**config.mk**
```make
export PLATFORM = sky130hd
export DESIGN_NAME = scan_tap
export DESIGN_NICKNAME = d
export VERILOG_FILES = /design/src/rtl/scan_tap.sv
export SDC_FILE = /design/constraint.sdc
export NUM_CORES = 1
export LEC_CHECK = 0
export BUFFER_PORTS_ARGS = -buffer_cell sky130_fd_sc_hd__buf_2
export CORE_MARGIN = 4
export CORE_UTILIZATION = 45
export DETAILED_ROUTE_END_ITERATION = 10
export PLACE_DENSITY = 0.72
export SYNTH_ARGS = -nofsm -noshare
export SYNTH_HDL_FRONTEND = slang
export SYNTH_SLANG_ARGS = --single-unit
```
**constraint.sdc**
```tcl
create_clock -name scan_clk -period 1.95 [get_ports scan_clk]
set_clock_uncertainty 0.1 [all_clocks]
set_input_delay 0.0975 -clock scan_clk [delete_from_list [all_inputs] [get_ports scan_clk]]
set_output_delay 0.0975 -clock scan_clk [all_outputs]
set_load 0.01 [all_outputs]
```
**src/rtl/scan_tap.sv**
```systemverilog
module scan_tap #(
  parameter int          PIN_W   = 4,
  parameter logic [31:0] ID_WORD = 32'h0535217F
) (
  input  logic             scan_clk,
  input  logic             scan_rst_n,
  input  logic             mode_sel,
  input  logic             scan_in,
  output logic             scan_out,
  output logic             scan_out_en,
  input  logic [PIN_W-1:0] pin_in,
  input  logic [PIN_W-1:0] core_out,
  output logic [PIN_W-1:0] pin_out
);
  localparam int ID_W = 32;
  localparam int IR_W = 5;
  localparam logic [IR_W-1:0] OP_DRIVE = 5'b00000;
  localparam logic [IR_W-1:0] OP_IDENT = 5'b00001;
  localparam logic [IR_W-1:0] OP_SNAP  = 5'b00010;
  localparam logic [IR_W-1:0] IR_CAPT  = 5'b00001;

  typedef enum logic [3:0] {
    S_RESET = 4'd0,  S_IDLE = 4'd1,   S_SEL_DR = 4'd2,  S_CAP_DR = 4'd3,
    S_SHF_DR = 4'd4, S_EX1_DR = 4'd5, S_PAU_DR = 4'd6,  S_EX2_DR = 4'd7,
    S_UPD_DR = 4'd8, S_SEL_IR = 4'd9, S_CAP_IR = 4'd10, S_SHF_IR = 4'd11,
    S_EX1_IR = 4'd12, S_PAU_IR = 4'd13, S_EX2_IR = 4'd14, S_UPD_IR = 4'd15
  } tap_st_t;

  tap_st_t          state, nxt;
  logic [IR_W-1:0]  ir_sh, ir_q;
  logic [ID_W-1:0]  id_sh;
  logic [PIN_W-1:0] bsr_sh, bsr_upd;
  logic             byp, tdo_q, oe_q;

  wire sel_id  = (ir_q == OP_IDENT);
  wire sel_bsr = (ir_q == OP_DRIVE) || (ir_q == OP_SNAP);
  wire dr_lsb  = sel_id ? id_sh[0] : (sel_bsr ? bsr_sh[0] : byp);

  always_comb begin
    case (state)
      S_RESET:  nxt = mode_sel ? S_RESET  : S_IDLE;
      S_IDLE:   nxt = mode_sel ? S_SEL_DR : S_IDLE;
      S_SEL_DR: nxt = mode_sel ? S_SEL_IR : S_CAP_DR;
      S_CAP_DR: nxt = mode_sel ? S_EX1_DR : S_SHF_DR;
      S_SHF_DR: nxt = mode_sel ? S_EX1_DR : S_SHF_DR;
      S_EX1_DR: nxt = mode_sel ? S_UPD_DR : S_PAU_DR;
      S_PAU_DR: nxt = mode_sel ? S_EX2_DR : S_PAU_DR;
      S_EX2_DR: nxt = mode_sel ? S_UPD_DR : S_SHF_DR;
      S_UPD_DR: nxt = mode_sel ? S_SEL_DR : S_IDLE;
      S_SEL_IR: nxt = mode_sel ? S_RESET  : S_CAP_IR;
      S_CAP_IR: nxt = mode_sel ? S_EX1_IR : S_SHF_IR;
      S_SHF_IR: nxt = mode_sel ? S_EX1_IR : S_SHF_IR;
      S_EX1_IR: nxt = mode_sel ? S_UPD_IR : S_PAU_IR;
      S_PAU_IR: nxt = mode_sel ? S_EX2_IR : S_PAU_IR;
      S_EX2_IR: nxt = mode_sel ? S_UPD_IR : S_SHF_IR;
      default:  nxt = mode_sel ? S_SEL_DR : S_IDLE;
    endcase
  end

  always_ff @(posedge scan_clk or negedge scan_rst_n)
    if (!scan_rst_n) state <= S_RESET;
    else             state <= nxt;

  always_ff @(posedge scan_clk or negedge scan_rst_n)
    if (!scan_rst_n) begin
      ir_sh  <= '0;
      id_sh  <= '0;
      bsr_sh <= '0;
      byp    <= 1'b0;
    end else begin
      case (state)
        S_CAP_IR: ir_sh <= IR_CAPT;
        S_SHF_IR: ir_sh <= {scan_in, ir_sh[IR_W-1:1]};
        S_CAP_DR:
          if (sel_id)       id_sh  <= ID_WORD;
          else if (sel_bsr) bsr_sh <= pin_in;
          else              byp    <= 1'b0;
        S_SHF_DR:
          if (sel_id)       id_sh  <= {scan_in, id_sh[ID_W-1:1]};
          else if (sel_bsr) bsr_sh <= (bsr_sh >> 1) | (PIN_W'(scan_in) << (PIN_W-1));
          else              byp    <= scan_in;
        default: ;
      endcase
    end

  always_ff @(negedge scan_clk or negedge scan_rst_n)
    if (!scan_rst_n) begin
      ir_q    <= OP_IDENT;
      bsr_upd <= '0;
      tdo_q   <= 1'b0;
      oe_q    <= 1'b0;
    end else begin
      if (state == S_RESET)       ir_q <= OP_IDENT;
      else if (state == S_UPD_IR) ir_q <= ir_sh;
      if (state == S_UPD_DR && sel_bsr) bsr_upd <= bsr_sh;
      oe_q  <= (state == S_SHF_IR) || (state == S_SHF_DR);
      tdo_q <= (state == S_SHF_IR) ? ir_sh[0] : dr_lsb;
    end

  assign scan_out    = tdo_q;
  assign scan_out_en = oe_q;
  assign pin_out     = (ir_q == OP_DRIVE) ? bsr_upd : core_out;
endmodule


```
==> impl_results.md <==
* Ant diodes at 0
* Top Usage Layer GRT: met2
* Initial core utilization at 46.45%
* HPWL Detailed at 3755 um
* Placeable Area at 5540 um^2
* Setup TNS at -44.50 ns
* Clock slew at reported path FFs at 0.06 ns
* Die Area at 6993 um^2
* Proportion of layout cells with a drive suffix above 1 at 46.29%
* # DRC at 0
* Crit Path Max Fanout at 7
* Post-synthesis register bit count at 57
* Die Y at 83.63 um
* CP endpoint kind: flop
* CTS tree: done
* Ys flop type: dfrtp_1
* Lkg Pwr at 0.001574 uW
* Sequential-to-total area share from yosys stat at 55.47%
* First-pass GRT wire length at 10210 um
* Failing checks: setup timing
* DR pass1 iterations at 4
* Met2 Track Usage GR at 29.79%
* Global Route met3 Usage at 6.219%
* CTS root buf: clkbuf_8
* Die width at 83.63 um
* Final Hold Fails at 0
* Outcome: complete, but fails checks
* Total CTS buffers at 9
* Mapped Area at 2574 um^2
* Post-Synthesis Cells at 214
* WP data arrival at 3.28 ns
* RSZ-0062 raised after global routing: true
* Skew-Pair Late Insertion Delay at 0.37 ns
* CP Cell Sequence: or4_4 -> buf_4 -> buf_6 -> buf_6 -> a211oi_4 -> clkbuf_16 -> o22a_2
* CP Class: flop to flop
* GRT Total Usage at 18.46%
* Post-route ant nets at 0
* Post-synth EDFFs at 0
* PortBufs at 17
* Max-Cap Viols at 0
* Most common cell in the synthesized netlist: dfrtp_1
* Pins over their slew limit at 0
* Synth top cells by count: dfrtp_1 (46), a22o_1 (17), mux2_2 (16)
* DR vias/cell at 5.682
* Clock sink count at 57
* Syn Area/Cell at 12.03 um^2
* IO Pins at 18
* Gpl congestion at 0.7477
* Met1 usage at 23.16%
* Area added between synthesis and finish at 37.38%
* Routed WL at 6196 um
* Yosys warns at 0
* Grt ovf at 0
* Kind of start point of the critical path: flop
* Least-Margin Pin Slew at 0.3632 ns
* Final Setup Violations at 54
* Largest net degree at the start of global routing at 21
* H-tree depth at 3
* Crit path largest cell delay at 0.57 ns
* Drt initial violations at 88
* Worst slew margin at 75.72%
* Worst vdd ir at 1.028 mV
* Antenna violations before repair at 0
* Top cells by area, synth: dfrtp_1 (45%), dfrtn_1 (9.7%), mux2_2 (7.0%), a22o_1 (5.8%), o22a_2 (3.9%)
* DR vias at 2017
* Util after Layout at 63.82%
* Top cell type by total area after synthesis: dfrtp_1
* Min-Delay Path Class: input port to flop
* Clk buf depth at 2
* # rows at 27
* Slowest cell on the critical path: or4_4
* Most frequent CP cell: buf_6
* PwrDens at 1621 nW/um^2
* Synth cell types at 47
* Vias in the first global route at 2077
* Syn Nets at 226
* Per-cell routed wire length at 17.45 um
* Fin nets at 291
* Crit path required time at 2.13 ns
* Yosys top cell area share at 44.73%
* Async SR Flop Fraction at 100.0%
* Final Worst Setup Slack at -1.145 ns
==> cells in the final DEF, fill, tap and decap left out, types with 3 or more instances in the layout <==
cell / synthesis / routed
a21oi_2: 0 / 5
o22a_1: 5 / 5
buf_6: 3 / 16
dfrtn_1: 10 / 10
a22o_1: 17 / 17
nor2_1: 8 / 6
clkbuf_8: 0 / 9
clkinv_2: 0 / 3
o22a_2: 10 / 10
buf_12: 0 / 4
nand2_1: 13 / 12
nand3_1: 5 / 4
mux2_2: 16 / 8
buf_2: 0 / 13
dfrtp_1: 46 / 44
nor2b_1: 6 / 6
o211ai_1: 3 / 3
inv_1: 4 / 4
buf_4: 1 / 32
a21oi_1: 10 / 5
o21ai_0: 8 / 8
mux2_4: 0 / 8
o22ai_1: 4 / 4
==> through the flow <==
step                hold WS [ns]  setup slack [ns]  total power [uW]  std cells  instance area (um^2)
global placement         -0.1096           -0.7513              3960        322                  2995
CTS                     0.001929            -1.135              5544        352                  3470
finish                   0.01917            -1.145              5730        355                  3536
detailed placement       -0.1109           -0.7887              4052        322                  2995
global route             0.01222            -1.177              6082        355                  3536
floorplan                -0.2981           -0.7289              3394        214                  2646
==> layer usage <==
layer / up-vias / part of all wire, %
met5: - / 0
met4: 0 / 1.0
met3: 7 / 4.0
met2: 46 / 51
met1: 1023 / 44
li1: 941 / -
==> repair_timing <==
item / 4_1_cts / 5_1_grt
pin swaps: 13 / 7
endpoints found under the hold margin: 29 / 0
hold buffers: 2 / 0
endpoints found under the setup margin: 54 / 54
gates cloned: 1 / 1
buffers inserted: 13 / 3
resized for setup: 32 / 10
==> critical path: cells and delay by family, from the launching register on <==
family | cells | cell delay, ns
buffers and inverters | 4 | 0.60
and+or+nand+nor | 1 | 0.57
AOI/OAI and AO/OA | 2 | 0.46
DFF | 1 | 0.35
==> flip-flops by register name (all words and copies together) (netlist names) <==
| register | flops |
|---|---|
| ir_sh | 5 |
| scan_out_en | 1 |
| bsr_sh | 4 |
| id_sh | 32 |
| bsr_upd | 4 |
| scan_out | 1 |
| state | 4 |
| ir_q | 5 |
| byp | 1 |
==> cell type report <==
class	instances	area, um^2
fillers	413	2004
multi-input cells	138	1174
clock inverters	7	63.81
well taps	72	90.09
flip-flops and latches	57	1430
clock buffers	9	123.9
inverters	3	11.26
repair buffers	69	643.1
==> report_power, final <==
| group | switching, uW | total [uW] | internal [uW] |
|---|---|---|---|
| registers | 328 | 2000 | 1670 |
| logic | 1160 | 2680 | 1520 |
| clock network | 473 | 1050 | 577 |
| total | 1960 | 5730 | 3770 |
==> cell families after synthesis <==
family                 count (synthesis)  synth area share (%)
flip-flops                            57                 55.47
AND/OR/NAND/NOR                       53                 12.45
AO/OA/AOI/OAI                         68                 20.90
multiplexers                          17                 7.389
buffers and inverters                 19                 3.792
==> worst paths after layout <==
path	startpoint	cells past startpoint	slack, ns	end
max	ir_q[3]	7	-1.15	id_sh[26]
min reg2reg	bsr_upd[1]	1	0.36	bsr_upd[1]
max in group asynchronous	scan_rst_n	3	0.38	bsr_upd[0]
min in group asynchronous	scan_rst_n	2	0.06	id_sh[21]
max reg2reg	ir_q[3]	7	-1.15	id_sh[26]
min	pin_in[0]	3	0.02	bsr_sh[0]
Power figures use the tool's default switching activity.
